--- src/rtl/ecb_pkg.sv ---
package ecb_pkg;
  localparam int SEL_W = 5;
  localparam logic [SEL_W-1:0] SEL_OFF    = 5'h00;
  localparam logic [SEL_W-1:0] SEL_CYCLES = 5'h01;
  localparam logic [SEL_W-1:0] SEL_WRITES = 5'h0B;
  localparam logic [SEL_W-1:0] SEL_BEATS  = 5'h0D;
  localparam logic [SEL_W-1:0] SEL_READS  = 5'h0F;
endpackage

--- src/rtl/ecb_rst_sync.sv ---
module ecb_rst_sync #(
  parameter int STAGES = 2
) (
  input  logic clk,
  input  logic rst_n,
  output logic rst_sync_n
);
  logic [STAGES-1:0] sr_q;
  logic [STAGES-1:0] sr_d;

  always_comb begin
    sr_d = {sr_q[STAGES-2:0], 1'b1};
  end

  always_ff @(posedge clk or negedge rst_n) begin
    if (!rst_n) sr_q <= '0;
    else        sr_q <= sr_d;
  end

  assign rst_sync_n = sr_q[STAGES-1];
endmodule

--- src/rtl/ecb_ctrl_reg.sv ---
module ecb_ctrl_reg #(
  parameter int              REG_W = 32,
  parameter logic [REG_W-1:0] MASK = '1
) (
  input  logic             clk,
  input  logic             rst_n,
  input  logic             wr_en,
  input  logic [REG_W-1:0] wdata,
  output logic [REG_W-1:0] q
);
  logic [REG_W-1:0] d;

  always_comb begin
    d = wdata & MASK;
  end

  always_ff @(posedge clk or negedge rst_n) begin
    if (!rst_n)     q <= '0;
    else if (wr_en) q <= d;
  end
endmodule

--- src/rtl/ecb_event_sel.sv ---
module ecb_event_sel
  import ecb_pkg::*;
#(
  parameter int BEAT_W    = 3,
  parameter int MAX_BEATS = 4
) (
  input  logic [SEL_W-1:0]  sel,
  input  logic              wr_stb,
  input  logic              rd_stb,
  input  logic [BEAT_W-1:0] beats,
  output logic [BEAT_W-1:0] inc
);
  localparam logic [BEAT_W-1:0] BEAT_CAP = BEAT_W'(MAX_BEATS);
  logic [BEAT_W-1:0] beats_cap;

  always_comb begin
    beats_cap = (beats > BEAT_CAP) ? BEAT_CAP : beats;
    unique case (sel)
      SEL_CYCLES: inc = BEAT_W'(1);
      SEL_WRITES: inc = BEAT_W'(wr_stb);
      SEL_READS:  inc = BEAT_W'(rd_stb);
      SEL_BEATS:  inc = beats_cap;
      default:    inc = '0;
    endcase
  end
endmodule

--- src/rtl/ecb_counter.sv ---
module ecb_counter #(
  parameter int CNT_W = 32,
  parameter int INC_W = 3
) (
  input  logic             clk,
  input  logic             rst_n,
  input  logic             ld,
  input  logic [CNT_W-1:0] ld_val,
  input  logic [INC_W-1:0] inc,
  output logic [CNT_W-1:0] q
);
  logic [CNT_W-1:0] d;
  logic             en;

  always_comb begin
    en = ld | (inc != '0);
    if (ld) d = ld_val;
    else    d = q + CNT_W'(inc);
  end

  always_ff @(posedge clk or negedge rst_n) begin
    if (!rst_n)  q <= '0;
    else if (en) q <= d;
  end
endmodule

--- src/rtl/mc_event_counter_bank.sv ---
module mc_event_counter_bank
  import ecb_pkg::*;
#(
  parameter int NUM_CNT     = 4,
  parameter int CNT_W       = 32,
  parameter int REG_W       = 32,
  parameter int ADDR_W      = 12,
  parameter int LANE_W      = 8,
  parameter int SEL_LSB     = 1,
  parameter int CTRL_ADDR   = 'h234,
  parameter int DATA_BASE   = 'h240,
  parameter int DATA_STRIDE = 12,
  parameter int BEAT_W      = 3,
  parameter int MAX_BEATS   = 4,
  parameter int SYNC_STAGES = 2
) (
  input  logic              clk,
  input  logic              rst_n,
  input  logic              reg_wr,
  input  logic [ADDR_W-1:0] reg_addr,
  input  logic [REG_W-1:0]  reg_wdata,
  output logic [REG_W-1:0]  reg_rdata,
  input  logic              ev_wr_stb,
  input  logic              ev_rd_stb,
  input  logic [BEAT_W-1:0] ev_beats
);
  function automatic logic [REG_W-1:0] sel_mask();
    logic [REG_W-1:0] m;
    m = '0;
    for (int i = 0; i < NUM_CNT; i++) m[i*LANE_W+SEL_LSB +: SEL_W] = '1;
    return m;
  endfunction

  localparam logic [REG_W-1:0] CTRL_MASK = sel_mask();

  logic                          rst_sync_n;
  logic                          ctrl_hit;
  logic [NUM_CNT-1:0]            data_hit;
  logic [REG_W-1:0]              ctrl_q;
  logic [NUM_CNT-1:0][CNT_W-1:0] cnt_q;

  ecb_rst_sync #(.STAGES(SYNC_STAGES)) u_rst (
    .clk(clk), .rst_n(rst_n), .rst_sync_n(rst_sync_n)
  );

  assign ctrl_hit = (reg_addr == ADDR_W'(CTRL_ADDR));

  ecb_ctrl_reg #(.REG_W(REG_W), .MASK(CTRL_MASK)) u_ctrl (
    .clk(clk), .rst_n(rst_sync_n), .wr_en(reg_wr & ctrl_hit),
    .wdata(reg_wdata), .q(ctrl_q)
  );

  for (genvar n = 0; n < NUM_CNT; n++) begin : g_cnt
    logic [BEAT_W-1:0] inc;

    assign data_hit[n] = (reg_addr == ADDR_W'(DATA_BASE + n*DATA_STRIDE));

    ecb_event_sel #(.BEAT_W(BEAT_W), .MAX_BEATS(MAX_BEATS)) u_sel (
      .sel(ctrl_q[n*LANE_W+SEL_LSB +: SEL_W]),
      .wr_stb(ev_wr_stb), .rd_stb(ev_rd_stb), .beats(ev_beats), .inc(inc)
    );

    ecb_counter #(.CNT_W(CNT_W), .INC_W(BEAT_W)) u_cnt (
      .clk(clk), .rst_n(rst_sync_n), .ld(reg_wr & data_hit[n]),
      .ld_val(reg_wdata[CNT_W-1:0]), .inc(inc), .q(cnt_q[n])
    );
  end

  always_comb begin
    reg_rdata = '0;
    if (ctrl_hit) reg_rdata = ctrl_q;
    for (int n = 0; n < NUM_CNT; n++) begin
      if (data_hit[n]) reg_rdata = REG_W'(cnt_q[n]);
    end
  end
endmodule

--- config.mk ---
export PLATFORM = sky130hd
export DESIGN_NAME = mc_event_counter_bank
export DESIGN_NICKNAME = d
export VERILOG_FILES = /design/src/rtl/ecb_pkg.sv /design/src/rtl/ecb_rst_sync.sv /design/src/rtl/ecb_ctrl_reg.sv /design/src/rtl/ecb_event_sel.sv /design/src/rtl/ecb_counter.sv /design/src/rtl/mc_event_counter_bank.sv
export SDC_FILE = /design/constraint.sdc
export NUM_CORES = 1
export LEC_CHECK = 0
export BUFFER_PORTS_ARGS = -buffer_cell sky130_fd_sc_hd__buf_2
export CAP_MARGIN = 20
export CORE_ASPECT_RATIO = 1.25
export CORE_MARGIN = 3
export CORE_UTILIZATION = 45
export CTS_BUF_LIST = sky130_fd_sc_hd__clkbuf_2
export DETAILED_ROUTE_END_ITERATION = 16
export PLACE_DENSITY = 0.73
export SLEW_MARGIN = 5
export SYNTH_ARGS = -nofsm -noshare
export SYNTH_HDL_FRONTEND = slang
export SYNTH_SLANG_ARGS = --single-unit
--- constraint.sdc ---
create_clock -name clk -period 6.5 [get_ports clk]
set_input_delay 0.65 -clock clk [delete_from_list [all_inputs] [get_ports clk]]
set_output_delay 0.65 -clock clk [all_outputs]
set_load 0.05 [all_outputs]
# Yosys cells after proc, flatten, opt, wreduce, memory -nomap -nowiden
# Index checks and enable logic that the tools add are counted.
[word_totals] inputBits=52 elab_cells=59 reg_bits=150 out_inout_bits=32
[classes] bitwise=9 n_addsub=4 eq_ne=21 n_reduce_logical=4 magnitude_cmp=1 mux=14
[op_table] op="$mux W32" count=8
[op_table] op="$add A32 B3 Y32" count=4
[op_table] op="$eq A12 B10 Y1 const B" count=5
[op_table] op="$eq A5 B4 Y1 const B" count=12
[op_table] op="$pmux W3 S4" count=4
[op_table] op="$mux W30" count=1
[op_table] op="$eq A5 B1 Y1 const B" count=4
[op_table] op="$reduce_bool A3 Y1" count=4
[op_table] op="$and A1 B1 Y1" count=5
[op_table] op="$or A1 B1 Y1" count=4
[op_table] op="$gt A3 B3 Y1 const B" count=1
[op_table] op="$mux W3" count=1

# Logic depth before layout (Yosys ltp)
# Gate-level depths: netlist (run 1).
[logic_depth] ltp_word=6 depth_mapped=14 depth_no_buf=13

# Cells and area by module
# A second synthesis (run 1) with hierarchy kept.
[unflattened] cells_unflattened=1311 hier_area_um2=11225.8
[modules_own_cells] mod="ecb_counter at g_cnt[0].u_cnt ..." seq_area_each_um2=800.8 instances=2 area_each_um2=2016.9 cells_each=226
[modules_own_cells] mod="ecb_counter at g_cnt[1].u_cnt" seq_area_each_um2=800.8 instances=1 area_each_um2=2178.3 cells_each=262
[modules_own_cells] mod="ecb_counter at g_cnt[3].u_cnt" seq_area_each_um2=800.8 instances=1 area_each_um2=2095.8 cells_each=243
[modules_own_cells] mod="mc_event_counter_bank" seq_area_each_um2=0.0 instances=1 area_each_um2=1576.5 cells_each=256
[modules_own_cells] mod="ecb_ctrl_reg" seq_area_each_um2=500.5 instances=1 area_each_um2=917.1 cells_each=55
[modules_own_cells] mod="ecb_event_sel" seq_area_each_um2=0.0 instances=4 area_each_um2=92.6 cells_each=10
[modules_own_cells] mod="ecb_rst_sync" seq_area_each_um2=50.0 instances=1 area_each_um2=53.8 cells_each=3

# Least setup slack after synthesis (run 1)
# OpenSTA, ideal clock, no wires.
[synth_timing] kind="in2out" startpoint="input reg_addr[1]" endpoint="output reg_rdata[1]" n_path_buf=1 stages=6 arrival_time_ps=3008 setup_slack_ps=2842 t_required_ps=5850 cell_sequence="nor4b_1 nor3b_2 and4_1 clkbuf_1 a21oi_1 o21ai_0"
[synth_via] elab_chain_cells=6 word_cells_on_any_way=10 classes_between="eq/ne (5); mux (5)"
[synth_lines] item="from (decl)" line="mc_event_counter_bank.sv:20" rtl="input logic [ADDR_W-1:0] reg_addr,"
[synth_lines] item="$eq A12 B10 Y1" line="mc_event_counter_bank.sv:46" rtl="assign ctrl_hit = (reg_addr == ADDR_W'(CTRL_ADDR));"
[synth_lines] item="$mux W30" line="mc_event_counter_bank.sv:71" rtl="if (ctrl_hit) reg_rdata = ctrl_q;"
[synth_lines] item="$mux W32 (3 in a row)" line="mc_event_counter_bank.sv:73" rtl="if (data_hit[n]) reg_rdata = REG_W'(cnt_q[n]);"
[synth_lines] item="$mux W32 *" line="mc_event_counter_bank.sv:73"
[synth_lines] item="to (decl)" line="mc_event_counter_bank.sv:22" rtl="output logic [REG_W-1:0] reg_rdata,"
# Mark *: on every way between the ends. The rest lies on a longest branch, timed or not.

# Final worst setup path (run 1)
[layout_timing] startpoint="input reg_addr[1]" endpoint="output reg_rdata[24]"
[layout_via] elab_chain_cells=5 word_cells_on_any_way=8 classes_between="eq/ne (4); mux (4)"
[layout_lines] item="$eq A12 B10 Y1" line="mc_event_counter_bank.sv:56" rtl="assign data_hit[n] = (reg_addr == ADDR_W'(DATA_BASE + n*DATA_STRIDE));"
[layout_lines] item="$mux W32 (3 in a row)" line="mc_event_counter_bank.sv:73"
[layout_lines] item="$mux W32 *" line="mc_event_counter_bank.sv:73"
# Marked as above.

==> results of run 1 <==
-- cell type report --
type                    count  area, µm²  share of cell area
clock buffers              18       90.1             0.00839
flip-flops and latches    150       3760               0.350
well taps                 274        343              0.0319
repair buffers            106        618              0.0576
diodes                      1       2.50            0.000233
clock inverters            13        111              0.0104
inverters                  25       93.8             0.00874
multi-input cells         932       5720               0.533
-- cell usage after synthesis, types with 10 or more instances --
cell type / instances
xnor2_1: 66
nor3b_1: 11
nand2_1: 101
mux2_2: 21
nor4_1: 20
o21ai_0: 75
a21oi_1: 150
clkbuf_1: 56
a222oi_1: 12
and4_1: 10
a22oi_1: 14
ha_1: 12
dfrtp_1: 150
nor3_1: 23
and3_1: 23
xor2_1: 50
nor2_1: 155
nand3_1: 39
nand4_1: 40
inv_1: 25
-- layer usage --
layer | share of wire | vias up
met5 | 0.00044 | -
met3 | 0.097 | 142
met4 | 0.062 | 2
met1 | 0.38 | 4551
li1 | - | 4316
met2 | 0.46 | 527
-- final timing paths --
kind | to | startpoint | slack (ns)
worst max-delay path | reg_rdata[24] | reg_addr[1] | 2.19
worst min-delay path | g_cnt[2].u_cnt.q[22]$_DFFE_PN0P_ | reg_wdata[22] | 0.1
worst max register to register | g_cnt[0].u_cnt.q[28]$_DFFE_PN0P_ | u_ctrl.q[4]$_DFFE_PN0P_ | 2.92
worst min register to register | g_cnt[1].u_cnt.q[1]$_DFFE_PN0P_ | u_rst.sr_q[1]$_DFF_PN0_ | 0.26
max in group asynchronous | g_cnt[2].u_cnt.q[1]$_DFFE_PN0P_ | u_rst.sr_q[1]$_DFF_PN0_ | 5.03
min in group asynchronous | u_rst.sr_q[1]$_DFF_PN0_ | rst_n | 0.14
-- registers in the layout (all words and copies together), names as in the netlist --
signal / flops
g_cnt.u_cnt.q: 128
u_rst.sr_q: 2
u_ctrl.q: 20
-- critical path, cell delays in order --
cell and delay [ns]:
buf_2 0.09, nor4b_1 0.45, nand2_1 0.64, nor2_2 0.73, buf_4 0.40, a222oi_1 0.16
a21oi_1 0.21, buf_2 0.29
-- metrics by stage --
| stage | instances | power, W | area, µm² | utilization | setup WS [ns] |
|---|---|---|---|---|---|
| finish | 1519 | 0.00156 | 10700 | 0.507 | 2.19 |
| global route | 1519 | 0.00161 | 10700 | 0.507 | 2.04 |
| CTS | 1516 | 0.00156 | 10700 | 0.505 | 2.21 |
| detailed placement | 1484 | 0.00107 | 10500 | 0.495 | 2.23 |
| global placement | 1482 | 0.00107 | 10500 | 0.494 | 2.39 |
| floorplan | 1175 | 0.00101 | 9840 | - | 2.01 |
-- power groups by stage --
stage / sequential, W / clock (W) / combinational [W]
2_1_floorplan: 0.000983 / 0 / 0.0000295
3_3_place_gp: 0.000979 / 0 / 0.0000916
3_5_place_dp: 0.000979 / 0 / 0.0000929
4_1_cts: 0.000963 / 0.000501 / 0.0000938
5_1_grt: 0.000966 / 0.000540 / 0.000103
6_report: 0.000964 / 0.000497 / 0.0000951
-- cells in the final DEF, fill, tap and decap left out, types with 5 or more instances in the layout --
cell	instances
xnor2_1	66
nor3b_1	10
o2bb2ai_1	6
and2_1	8
clkinvlp_4	7
a222oi_1	12
dfrtp_1	149
nand2b_1	7
nor2b_1	5
a22oi_1	14
nor4_2	9
a21oi_1	150
inv_1	25
buf_2	83
nor3_1	23
and4_1	10
nand4_1	40
buf_4	19
nor4b_1	8
nand2_1	100
and3_1	23
o21ai_1	5
nand3_1	38
a221oi_1	5
xor2_1	50
nor4_1	20
mux2_2	21
o21ai_0	75
nor2_1	154
or3_1	7
ha_1	12
clkbuf_2	18
-- timing repair --
| item | 4_1_cts | 5_1_grt |
|---|---|---|
| gates resized for setup | 0 | 0 |
| endpoints found under the hold margin | 2 | 0 |
| hold buffers | 1 | 0 |
-- cell families (layout without fill, tap and decap cells) --
logic type               count (synthesis)  after routing  share of synthesized area
AND/OR/NAND/NOR                        487            487                      0.257
adder cells (fa/ha/maj)                 16             16                     0.0234
multiplexers                            23             23                     0.0261
other                                    1              2                   0.000381
buffers and inverters                   93            162                     0.0408
XOR/XNOR                               116            116                      0.103
flip-flops                             150            150                      0.382
AO/OA/AOI/OAI                          289            289                      0.168
==> flow_summary.ini, run 1 <==
[run_status]
status = finished clean

[clocking]
cts_num_sinks = 150
cts-buffers-inserted = 17
root_buffer = clkbuf_2
cts_tree = done
cts_max_level = 4
clkTransAtPathRegs_ns = 0.26
post_cts_buffers = 0
clkLatencyLatePin_ns = 0.81
clock_path_buffers = 2

[power]
power.share.clock = 0.320
power_density_mw_per_mm2 = 145
p_int_w = 0.00111
netSwitchingPower_w = 0.000449
power.share.combinational = 0.061
irDropWorstVdd_uv = 120
p_leak_nw = 4.47
swShare = 0.289
seqPwrFrac = 0.619

[global_routing]
grt_use_met2 = 0.469
grt_antenna_before_repair = 2
overflow = 0
gr-usage-met3 = 0.0612
grt_max_degree = 65
grt_pass1_wl_mm = 53.0
busiest_layer = met2
grt_use_total = 0.289
use_met1 = 0.361
grt_pass1_vias = 9320

[sta]
period_needed_ns = 4.31
tns_ns = 0
tightest_slew_ns = 1.08
relSlewSlack = 0.278
fmax_mhz = 232
holdWs_ns = 0.100
drv_slew = 0
finClkSkew_ns = 0.0434
setup_viol = 0
fin_crit_sh = 0.664
hold_viol = 0
rsz0062_at_grt = false

[drt]
wire_per_inst_um = 22.7
drtIter0Drc = 1276
first_pass_iters = 6
viasPerCell = 6.28
wl_mm = 34.4
vias = 9538
antenna_left = 0
remaining_drc_errors = 0

[finish]
nets = 1300
final.fill_count = 2009
drive_above_1_share = 0.146
area_growth_pct = 9.09

[worst_setup_path]
rr_worst_depth = 13
crit_path_end_kind = output pin
cp_max_fo = 23
worst-setup-path-type = in2out
startpoint_type = primary input
cp.arrival_ns = 3.66
required_ns = 5.85

[die]
die_area_mm2 = 0.0237
die_h_um = 171
ios = 84
die_w_um = 138
core_area_mm2 = 0.0212
core.rowCount = 59
start_util = 0.464

[synth]
synth_area_leaders = dfrtp_1 38%, a21oi_1 7.6%, nor2_1 5.9%
syn-instance-count = 1175
yosys.cell_types.count = 55
synth_top_area_cell = dfrtp_1
synthesis.area_mm2 = 0.00984
synthArstFlopShare = 1.00
syn_nets = 1243
yosys.area.top_type_share = 0.382
postSynthAreaPerCell_um2 = 8.37
yosysSeqAreaShare = 0.382
synth-seq-cells = 150
yosysWarnings = 0
synth-main-ff-cell = dfrtp_1
synth_edf_count = 0

[place]
place_hpwl_mm = 25.1
gp_congestion = 0.950
io_buffers = 83

[hold_path]
min_path_type = in2reg
hold_depth = 3

[job]
cap_violations = 0
(Power assumes the default switching activity.)
==> inputs of run 2 (changes only) <==
Clock period 6.5 ns to 4.3 ns, I/O delays scaled along.
==> run 2 against run 1 <==
- utilization increased by 2.0 points
- non-clock buffer count is 35 higher
- clock skew up 0.0062 ns
- total power increased by 67%
- combinational power up 81%
==> flow_summary.ini, run 2 (synthesis gave the netlist of run 1 again) <==
[global_routing]
grt_pass1_vias = 9138
grt_use_total = 0.284
overflow = 0
grt_antenna_before_repair = 1
grt_max_degree = 124
grt_pass1_wl_mm = 52.7

[drt]
first_pass_iters = 6
wire_per_inst_um = 21.9
wl_mm = 34.1
drtIter0Drc = 1257
vias = 9610
remaining_drc_errors = 0
antenna_left = 0
viasPerCell = 6.18

[worst_setup_path]
startpoint_type = flip-flop
required_ns = 5.00
worst-setup-path-type = reg2reg
cp.arrival_ns = 4.21
crit_path_end_kind = flip-flop
cp_max_fo = 11

[sta]
fmax_mhz = 285
period_needed_ns = 3.51
fin_crit_sh = 0.817
finClkSkew_ns = 0.0497
tightest_slew_ns = 1.11
setup_viol = 0
relSlewSlack = 0.260
tns_ns = 0
hold_viol = 0
drv_slew = 0
rsz0062_at_grt = false

[clocking]
cts_num_sinks = 150
post_cts_buffers = 0
clkTransAtPathRegs_ns = 0.24
cts_tree = done
clkLatencyLatePin_ns = 0.78
clock_path_buffers = 2
root_buffer = clkbuf_2
cts_max_level = 4
cts_resized = 0
cts_hold_buffers = 35
cts-buffers-inserted = 17

[finish]
final_cell_mix = 154 x nor2_1, 150 x a21oi_1, 149 x dfrtp_1, 100 x nand2_1, 83 x buf_2
drive_above_1_share = 0.145
largest_reg_flops = 128
layout_commonest_cell = nor2_1
final.fill_count = 1956
nets = 1335
multiInputGateArea_mm2 = 0.00572
area_growth_pct = 13.5
reg_top3 = g_cnt.u_cnt.q x128, u_ctrl.q x20, u_rst.sr_q x2
finish.instance_area_mm2 = 0.0112
seqCellArea_mm2 = 0.00376
regMostFlops = g_cnt.u_cnt.q

[power]
p_leak_nw = 4.69
irDropWorstVdd_uv = 143
total_power_w = 0.00260
power_density_mw_per_mm2 = 233

[die]
start_util = 0.464
die_h_um = 171
core_area_mm2 = 0.0212
core.rowCount = 59
ios = 84
die_area_mm2 = 0.0237
die_w_um = 138

[place]
placed_cell_area_mm2 = 0.0105
place_hpwl_mm = 24.4
gp_congestion = 0.944
io_buffers = 83

[job]
cap_violations = 0

[hold_path]
min_path_type = reg2async

[run_status]
status = finished clean
[run 2: cell count changes in the layout (fill, tap and decap cells not counted)]
cell	delta
dlygate4sd3_1	+34
clkinvlp_4	-6
bufinv_16	+4
clkbuf_2	+3
buf_4	+2
buf_8	-2
clkinv_1	-2
clkinv_2	+2
buf_12	+1
clkinv_4	-1
[run 2: layout make-up]
| type | count | area share |
|---|---|---|
| Multi-Input combinational cell | 932 | 0.512 |
| Sequential cell | 150 | 0.337 |
| Timing Repair Buffer | 141 | 0.0863 |
| Tap cell | 274 | 0.0307 |
| Clock inverter | 10 | 0.0161 |
| Clock buffer | 21 | 0.00942 |
| Inverter | 25 | 0.00841 |
| Antenna cell | 1 | 0.000224 |
[run 2: worst max-delay path, stage by stage, from the launching register on]
cell and delay, ns:
dfrtp_1 0.51, nor4bb_1 0.43, nand2_1 0.23, o21ai_0 0.24
ha_1 0.20, inv_1 0.05, fa_1 0.39, nand2b_1 0.18
a21oi_1 0.15, buf_4 0.20, nor4b_1 0.40, nand3_1 0.16
xor2_1 0.20, o21ai_0 0.13
[run 2: path summary, 6_finish.rpt]
path / startpoint / to / slack [ns] / cells after the start
min: u_rst.sr_q[1]$_DFF_PN0_ / g_cnt[1].u_cnt.q[16]$_DFFE_PN0P_ / 0.26 / 0
max reg2reg: u_ctrl.q[21]$_DFFE_PN0P_ / g_cnt[2].u_cnt.q[28]$_DFFE_PN0P_ / 0.79 / 13
max in group asynchronous: u_rst.sr_q[1]$_DFF_PN0_ / g_cnt[2].u_cnt.q[1]$_DFFE_PN0P_ / 2.95 / 1
max: u_ctrl.q[21]$_DFFE_PN0P_ / g_cnt[2].u_cnt.q[28]$_DFFE_PN0P_ / 0.79 / 13
min reg2reg: u_rst.sr_q[1]$_DFF_PN0_ / g_cnt[1].u_cnt.q[16]$_DFFE_PN0P_ / 0.26 / 0
min in group clk: ev_beats[1] / g_cnt[3].u_cnt.q[1]$_DFFE_PN0P_ / 0.28 / 7
[run 2: metrics by stage]
stage,utilization,worst slack [ns],cells,hold WS [ns]
after detailed placement,0.497,0.864,1487,0.218
after global placement,0.496,0.935,1486,0.215
after floorplan,-,1.08,1175,0.134
final,0.527,0.787,1554,0.257
after global routing,0.527,0.577,1554,0.287
after CTS,0.527,0.838,1553,0.268
[run 2: report_power, final]
| group | switching [W] | internal (W) |
|---|---|---|
| Clock | 0.000528 | 0.000444 |
| Sequential | 0.0000251 | 0.00143 |
| Combinational | 0.000106 | 0.0000652 |
[run 2: metal layers]
layer / up-vias / global-route usage / share of wire
li1: 4375 / - / -
met1: 4580 / 0.364 / 0.39
met2: 532 / 0.473 / 0.47
met3: 123 / 0.0539 / 0.086
met4: 0 / 0.125 / 0.049
met5: - / 0 / 0
